## config.mk

```make
export PLATFORM = sky130hd
export DESIGN_NAME = proc_core
export DESIGN_NICKNAME = d
export VERILOG_FILES = /design/src/rtl/core_pkg.sv /design/src/rtl/core_regfile.sv /design/src/rtl/core_alu.sv /design/src/rtl/proc_core.sv
export SDC_FILE = /design/constraint.sdc
export NUM_CORES = 2
export LEC_CHECK = 0
export ABC_AREA = 1
export BUFFER_PORTS_ARGS = -buffer_cell sky130_fd_sc_hd__buf_4
export CAP_MARGIN = 30
export CORE_MARGIN = 2
export CORE_UTILIZATION = 25
export CTS_CLUSTER_SIZE = 30
export DETAILED_ROUTE_END_ITERATION = 7
export PLACE_DENSITY_LB_ADDON = 0.3
export SYNTH_ARGS = -nofsm -noshare
export SYNTH_HDL_FRONTEND = slang
export SYNTH_SLANG_ARGS = --single-unit
```

## constraint.sdc

```tcl
create_clock -name clk -period 201.4 [get_ports clk]
set_input_delay 10.07 -clock clk [delete_from_list [all_inputs] [get_ports clk]]
set_output_delay 10.07 -clock clk [all_outputs]
set_load 0.02 [all_outputs]
```

## src/rtl/core_pkg.sv

```systemverilog
// Package core_pkg: shared opcodes, widths and reset values of the core.
// Assumes a fixed 32-bit word split into four 8-bit fields.
package core_pkg;
    localparam int INSTR_W = 32;
    localparam int FIELD_W = 8;

    typedef enum logic [FIELD_W-1:0] {
        OP_NOP   = 8'h00,
        OP_ADD   = 8'h01,
        OP_ADDI  = 8'h02,
        OP_SUB   = 8'h03,
        OP_SUBI  = 8'h04,
        OP_MUL   = 8'h05,
        OP_MULI  = 8'h06,
        OP_DIV   = 8'h07,
        OP_DIVI  = 8'h08,
        OP_JMP   = 8'h10,
        OP_BEQ   = 8'h11,
        OP_BNE   = 8'h12,
        OP_PRNT  = 8'h13
    } opcode_e;

    typedef struct packed {
        logic [FIELD_W-1:0] op;
        logic [FIELD_W-1:0] dst;
        logic [FIELD_W-1:0] fa;
        logic [FIELD_W-1:0] fb;
    } instr_t;
endpackage

```

## src/rtl/core_regfile.sv

```systemverilog
// Module core_regfile: register file with two combinational read ports and
// one write port. Entry 0 is forced to zero on read and never stored.
// Assumes one write per cycle; a write appears on reads after the edge.
module core_regfile #(
    parameter int          NREGS    = 16,
    parameter int          DATA_W   = 32,
    parameter int          SP_IDX   = 2,
    parameter logic [31:0] SP_RESET = 32'h000F_FFFF,
    localparam int         IDX_W    = $clog2(NREGS)
) (
    input  logic              clk,
    input  logic              rst_n,
    input  logic [IDX_W-1:0]  rd_a_idx,
    input  logic [IDX_W-1:0]  rd_b_idx,
    output logic [DATA_W-1:0] rd_a_data,
    output logic [DATA_W-1:0] rd_b_data,
    input  logic              wr_en,
    input  logic [IDX_W-1:0]  wr_idx,
    input  logic [DATA_W-1:0] wr_data
);
    logic [DATA_W-1:0] regs [NREGS];

    // One storage process per register; entry 0 stays constant zero.
    for (genvar g = 0; g < NREGS; g++) begin : g_reg
        if (g == 0) begin : g_zero
            assign regs[g] = '0;
        end else begin : g_store
            always_ff @(posedge clk) begin
                if (!rst_n)
                    regs[g] <= (g == SP_IDX) ? DATA_W'(SP_RESET) : '0;
                else if (wr_en && wr_idx == IDX_W'(g))
                    regs[g] <= wr_data;
            end
        end
    end

    // Read ports: plain array lookup.
    assign rd_a_data = regs[rd_a_idx];
    assign rd_b_data = regs[rd_b_idx];

    // stack pointer holds its reset value in the first cycle after reset.
    a_r1_sp_reset: assert property (@(posedge clk) disable iff (!rst_n)
        !$past(rst_n) |-> regs[SP_IDX] == DATA_W'(SP_RESET));

    // a write aimed at x0 leaves reads of x0 at zero.
    a_r3_zero_reads: assert property (@(posedge clk) disable iff (!rst_n)
        (rd_a_idx == '0) |-> rd_a_data == '0);
endmodule

```

## src/rtl/core_alu.sv

```systemverilog
// Module core_alu: single-cycle unsigned arithmetic for register and
// immediate forms. Decides whether the opcode writes back.
// Assumes operand b is already selected (register or zero-extended immediate).
module core_alu
    import core_pkg::*;
#(
    parameter int DATA_W = 32
) (
    input  logic [FIELD_W-1:0] op,
    input  logic [DATA_W-1:0]  a,
    input  logic [DATA_W-1:0]  b,
    output logic [DATA_W-1:0]  result,
    output logic               wr_en,
    output logic               imm_form
);
    // Operation select; divide by zero saturates to all ones.
    always_comb begin
        result   = '0;
        wr_en    = 1'b1;
        imm_form = 1'b0;
        unique case (op)
            OP_ADD:  result = a + b;
            OP_ADDI: begin result = a + b; imm_form = 1'b1; end
            OP_SUB:  result = a - b;
            OP_SUBI: begin result = a - b; imm_form = 1'b1; end
            OP_MUL:  result = a * b;
            OP_MULI: begin result = a * b; imm_form = 1'b1; end
            OP_DIV:  result = (b == '0) ? '1 : a / b;
            OP_DIVI: begin result = (b == '0) ? '1 : a / b; imm_form = 1'b1; end
            default: wr_en = 1'b0;
        endcase
    end

    // a sum minus its second operand gives back the first.
    always_comb begin
        if (op == OP_ADD || op == OP_ADDI)
            a_r4_add_inverse: assert (result - b == a);
    end
endmodule

```

## src/rtl/proc_core.sv

```systemverilog
// Module proc_core: two-stage core. Stage one registers the fetched word,
// stage two decodes, executes and writes back in the same cycle.
// Assumes the instruction memory reads combinationally from imem_addr.
module proc_core
    import core_pkg::*;
#(
    parameter int          ADDR_W   = 16,
    parameter int          DATA_W   = 32,
    parameter int          NREGS    = 16,
    parameter logic [31:0] SP_RESET = 32'h000F_FFFF,
    localparam int         IDX_W    = $clog2(NREGS)
) (
    input  logic                clk,
    input  logic                rst_n,
    output logic [ADDR_W-1:0]   imem_addr,
    input  logic [INSTR_W-1:0]  imem_data,
    output logic [DATA_W-1:0]   disp_data,
    output logic                disp_strobe
);
    logic [ADDR_W-1:0] pc_q;
    instr_t            ir_q;
    logic [DATA_W-1:0] src_a, src_b, opnd_b, alu_res;
    logic              alu_wr, alu_imm;
    logic              jmp_take, br_take, redirect, is_prnt;
    logic [ADDR_W-1:0] jmp_target;

    // Fetch stage: advance or redirect the PC and capture the word.
    always_ff @(posedge clk) begin
        if (!rst_n) begin
            pc_q <= '0;
            ir_q <= '0;
        end else begin
            pc_q <= jmp_take ? jmp_target : pc_q + 1'b1;
            ir_q <= redirect ? instr_t'('0) : instr_t'(imem_data);
        end
    end

    assign imem_addr = pc_q;

    core_regfile #(
        .NREGS(NREGS), .DATA_W(DATA_W), .SP_IDX(2), .SP_RESET(SP_RESET)
    ) u_rf (
        .clk       (clk),
        .rst_n     (rst_n),
        .rd_a_idx  (ir_q.fa[IDX_W-1:0]),
        .rd_b_idx  (ir_q.fb[IDX_W-1:0]),
        .rd_a_data (src_a),
        .rd_b_data (src_b),
        .wr_en     (alu_wr),
        .wr_idx    (ir_q.dst[IDX_W-1:0]),
        .wr_data   (alu_res)
    );

    // Operand B: register or zero-extended immediate, chosen by opcode form.
    assign opnd_b = alu_imm ? {{(DATA_W-FIELD_W){1'b0}}, ir_q.fb} : src_b;

    core_alu #(.DATA_W(DATA_W)) u_alu (
        .op       (ir_q.op),
        .a        (src_a),
        .b        (opnd_b),
        .result   (alu_res),
        .wr_en    (alu_wr),
        .imm_form (alu_imm)
    );

    // Control decode: jump, skip branches and print.
    always_comb begin
        jmp_target = ADDR_W'({ir_q.fa, ir_q.fb});
        jmp_take   = (ir_q.op == OP_JMP);
        br_take    = ((ir_q.op == OP_BEQ) && (src_a == src_b)) ||
                     ((ir_q.op == OP_BNE) && (src_a != src_b));
        redirect   = jmp_take || br_take;
        is_prnt    = (ir_q.op == OP_PRNT);
    end

    // Display port: register the printed value and a one-cycle strobe.
    always_ff @(posedge clk) begin
        if (!rst_n) begin
            disp_strobe <= 1'b0;
            disp_data   <= '0;
        end else begin
            disp_strobe <= is_prnt;
            if (is_prnt)
                disp_data <= src_a;
        end
    end

    // first cycle after reset fetches address zero.
    a_r1_pc_start: assert property (@(posedge clk) disable iff (!rst_n)
        !$past(rst_n) |-> pc_q == '0);

    // a jump lands on the target built from operand A and B.
    a_r7_jump_target: assert property (@(posedge clk) disable iff (!rst_n)
        jmp_take |=> pc_q == $past(jmp_target));

    // any redirect replaces the fetched word with a NOP.
    a_r8_flush: assert property (@(posedge clk) disable iff (!rst_n)
        redirect |=> ir_q == instr_t'('0));

    // a taken skip branch moves the PC on by one more word only.
    a_r8_skip_pc: assert property (@(posedge clk) disable iff (!rst_n)
        br_take |=> pc_q == $past(pc_q) + 1'b1);

    // strobe follows exactly the cycles in which a PRNT executed.
    a_r9_strobe: assert property (@(posedge clk) disable iff (!rst_n)
        $past(rst_n) |-> disp_strobe == $past(is_prnt));
endmodule

```

==> run summary <==
Most frequently used flop master after synthesis: sky130_fd_sc_hd__dfxtp_1. In this run the core area contains 203 standard-cell rows. On the final layout, the worst clock skew is 0.0519 ns. Sorting the synthesized cells by area gives the leading types as sky130_fd_sc_hd__dfxtp_1 15%, sky130_fd_sc_hd__inv_1 12%, sky130_fd_sc_hd__nand2_1 11%, sky130_fd_sc_hd__ha_1 11%, sky130_fd_sc_hd__fa_1 11%. The tools report the static leakage power as 43.2 nW. In this run the post-CTS setup repair buffer count came out at 0. The post-synthesis instance total was 11.8k; the wire length of the first global-routing pass was 435,000 um. The floorplan step set the die height to 557 um. The share of the synthesized area in the top cell type is 0.146, and the final wirelength is 289,000 um.

The number of gates resized after CTS is 0, and the post-synthesis average cell area is 6.49 um2. Kind of critical path: reg -> reg. The cell area after technology mapping is 76,500 um2. The worst min-delay path class is reg -> reg. The run finished with clean final reports. The core region is 305,000 um2. The worst setup path is captured at a flip-flop. The tools report the HPWL after detailed placement as 206,000 um.

Setup repair after global routing left no endpoint under its margin. From synthesis to final layout, the design area changed by 8.26%. CTS built an H-tree with a depth of 3. Once placement completed, the tool counted placed cells totaling 15.6k. CTS placed an instance of sky130_fd_sc_hd__clkbuf_16 at the clock tree root. The design draws 1.43 mW. Biggest area consumer among synthesized cells: sky130_fd_sc_hd__dfxtp_1. The net count of the mapped netlist is 12.9k.

The first TritonRoute pass finished after 6 iterations. The share of cells above drive strength 1 is 0.0693, and the count of final hold-check violations is 0. For the CTS buffer count, the log shows 71. The chip width is 557 um. The run gives 73.8k as the total vias in the final route. Setup violations remaining at the end of the flow were counted as 0. The max-capacitance violation count was 0; the storage element area was 11,200 um2. Dividing the detail-routed via count by the number of cells gives 4.69.

The tools report the routability-driven placement congestion ratio as 0.934. The DRC marker count from the first detailed-route iteration was 6,002. The number of top-level pins was 83.

The finished layout holds 15.7k standard cells, fillers aside. The run gives 0.251 as the starting utilization of the core area. TritonCTS built the clock tree. The power share of the sequential group came out at 0.079. The run gives 633 uW as the cell-internal power.

Clock power share: 0.091. The post-synthesis adder-cell area fraction was 0.217; the relative slew slack was 0.240. The run gives 12.7k as the layout net count.

The worst hold path was traced through 2 stages. For the maximum clock path buffer count, the log shows 3. Clock-pin slew was measured on the worst setup and hold paths at 0.06 ns. The tools report the proportion of power drawn by combinational gates as 0.830. The synthesized design contains 0 enable-type register cells. Number of synthesis warnings: 0. For the max-slew violation count, the log shows 0.

For the insertion delay to the later sink of the worst-skew pair, the log shows 0.70 ns. The floorplan step defined a die boundary enclosing 311,000 um2. The largest individual stage delay along the critical path comes from the cell sky130_fd_sc_hd__clkinv_1. The total number of clock tree sinks was 557. The tools report the sort of element at the start of the critical path as a flip-flop. Worst-path maximum fanout: 100.

Quantity of I/O buffers inserted on ports: 78. The complex-gate fraction of the synthesized area is 0.196, and the largest stage delay on the critical path is 0.70 ns. The post-synthesis share of cell area spent on xor and xnor gates was 0.0542.

The run gives 9.79 MHz as the highest clock frequency the design can meet. Entering global routing, the biggest net connects 174 pins. After clock tree synthesis, the flow added hold-fix buffers numbering 0. Largest family of logic cells by synthesized area: simple AND/OR/NAND/NOR gates.

The proportion of synthesized area in mux cells is 0.000131, and the final clock period utilization by the worst path is 0.507. Share of synthesized cell area in and, or, nand and nor gates: 0.220. After detailed routing, the number of remaining DRC violations is 0. Counting cells, the worst reg-to-reg path comes to 680. The sequential cell area fraction in the yosys report is 0.146. The utilization of the core after routing is 0.271. In the final layout, the multi-input gates occupy 52,900 um2. The net switching share of the total power works out to 0.558. Dividing the detail-routed wire length by the instance count gives 18.4 um. Arrival time at the worst endpoint: 102.68 ns. The run gives 68.6k as the via count of the first global-routing pass.

The synthesized netlist contains 82 unique library cells. Summed over all failing endpoints, the final setup total negative slack is 0 ns. Cell area power density: 17.3 nW/um2.

STA puts the critical path data required time at 201.99 ns. The routed design could run at a clock period as short as 102.10 ns. The initial antenna violation count is 10, and the fraction of synthesis flops using an asynchronous set or reset pin is 0. Across the VDD grid, the largest voltage drop is 19.2 uV. Most common cell type on the critical path: sky130_fd_sc_hd__nand2_1. Fill cells in the final layout number 34.6k. Number of nets with antenna violations after routing: 0. The slew at the pin with the worst max-slew slack was 1.14 ns. In this run the power spent charging and discharging nets is 799 uW. The run gives 0.182 as the overall global routing resource usage.

Global routing finished with a remaining overflow of 0. The post-synthesis register bit count was 557.
[registers in the layout (all words and copies together) (netlist names)]
name / cells
disp_strobe: 1
imem_addr: 16
u_rf.regs: 480
ir_q: 28
disp_data: 32
[cells by family after synthesis]
family	Yosys count
buffers and inverters	3031
XOR/XNOR	474
AND/OR/NAND/NOR	3886
AO/OA/AOI/OAI	2763
multiplexers	1
flip-flops	557
adder cells (fa/ha/maj)	1083
[synthesized netlist by cell type (99+ instances only)]
cell                       number
sky130_fd_sc_hd__o211ai_1     155
sky130_fd_sc_hd__xor2_1       292
sky130_fd_sc_hd__fa_1         409
sky130_fd_sc_hd__nor2_1       587
sky130_fd_sc_hd__dfxtp_1      557
sky130_fd_sc_hd__o21ai_1      163
sky130_fd_sc_hd__nand2_1     2273
sky130_fd_sc_hd__xnor2_1      182
sky130_fd_sc_hd__ha_1         674
sky130_fd_sc_hd__inv_1       2391
sky130_fd_sc_hd__a21oi_1     1195
sky130_fd_sc_hd__o21ai_0     1005
sky130_fd_sc_hd__nand3_1      612
sky130_fd_sc_hd__clkbuf_1     294
sky130_fd_sc_hd__or2_2         99
[per-layer routing]
metal / up-vias / track usage / routed length [um]
met5: - / 0 / 40
met4: 8 / 0.0500 / 8530
met3: 419 / 0.0259 / 19400
met2: 2161 / 0.297 / 129000
met1: 34300 / 0.248 / 132000
li1: 36900 / - / -
[power groups by stage]
stage	Clock, mW	Combinational [mW]	Sequential, mW
floorplan	0	0.913	0.115
global placement	0	1.18	0.116
detailed placement	0	1.18	0.116
CTS	0.134	1.19	0.113
global route	0.138	1.36	0.113
finish	0.130	1.19	0.113
[final timing paths]
| kind | from | end | slack [ns] |
|---|---|---|---|
| worst max-delay path | ir_q[0] | u_rf.regs[384] | 99.30 |
| worst min-delay path | u_rf.regs[434] | u_rf.regs[434] | 0.50 |
| worst max register to register | ir_q[0] | u_rf.regs[384] | 99.30 |
| worst min register to register | u_rf.regs[434] | u_rf.regs[434] | 0.50 |
[layout by cell type (no fill, tap or decap), types with 16 or more instances in the layout]
master,instances
sky130_fd_sc_hd__inv_1,2387
sky130_fd_sc_hd__nand2_1,2264
sky130_fd_sc_hd__a21oi_1,1195
sky130_fd_sc_hd__o21ai_0,1004
sky130_fd_sc_hd__ha_1,674
sky130_fd_sc_hd__nand3_1,605
sky130_fd_sc_hd__nor2_1,586
sky130_fd_sc_hd__dfxtp_1,549
sky130_fd_sc_hd__fa_1,409
sky130_fd_sc_hd__xor2_1,292
sky130_fd_sc_hd__buf_4,248
sky130_fd_sc_hd__xnor2_1,182
sky130_fd_sc_hd__o21ai_1,164
sky130_fd_sc_hd__o211ai_1,155
sky130_fd_sc_hd__or2_2,99
sky130_fd_sc_hd__nand2_2,75
sky130_fd_sc_hd__nand3_2,72
sky130_fd_sc_hd__clkbuf_16,72
sky130_fd_sc_hd__inv_2,51
sky130_fd_sc_hd__nand4_1,48
sky130_fd_sc_hd__nor3_1,43
sky130_fd_sc_hd__o21bai_1,40
sky130_fd_sc_hd__a21oi_2,34
sky130_fd_sc_hd__nand2_4,20
sky130_fd_sc_hd__a31oi_1,19
sky130_fd_sc_hd__clkbuf_8,19
sky130_fd_sc_hd__a21o_1,18
sky130_fd_sc_hd__clkbuf_1,18
sky130_fd_sc_hd__clkinv_1,16
sky130_fd_sc_hd__o31ai_1,16
[layout make-up]
| type | instances | area share |
|---|---|---|
| Inverter | 2465 | 0.112 |
| Clock inverter | 19 | 0.00266 |
| Antenna cell | 6 | 0.000181 |
| Sequential cell | 557 | 0.135 |
| Tap cell | 4100 | 0.0619 |
| Clock buffer | 109 | 0.0257 |
| Timing Repair Buffer | 255 | 0.0243 |
| Multi-Input combinational cell | 8207 | 0.638 |
[through the flow]
step | area, um2 | hold slack [ns] | setup WS (ns)
detailed placement | 80500 | 0.486 | 99.57
CTS | 82800 | 0.499 | 99.25
global route | 82900 | 0.522 | 86.90
global placement | 80400 | 0.483 | 99.72
finish | 82900 | 0.501 | 99.30
floorplan | 76500 | 0.430 | 124.49
[worst max-delay path, delay by kind of cell (launching register included)]
family | cells | cell delay [ns]
AOI/OAI and AO/OA | 220 | 41.72
adders and majority gates | 31 | 10.18
DFF | 1 | 0.50
buffers and inverters | 104 | 14.61
and+or+nand+nor | 325 | 34.43
Power figures use the tool's default switching activity.
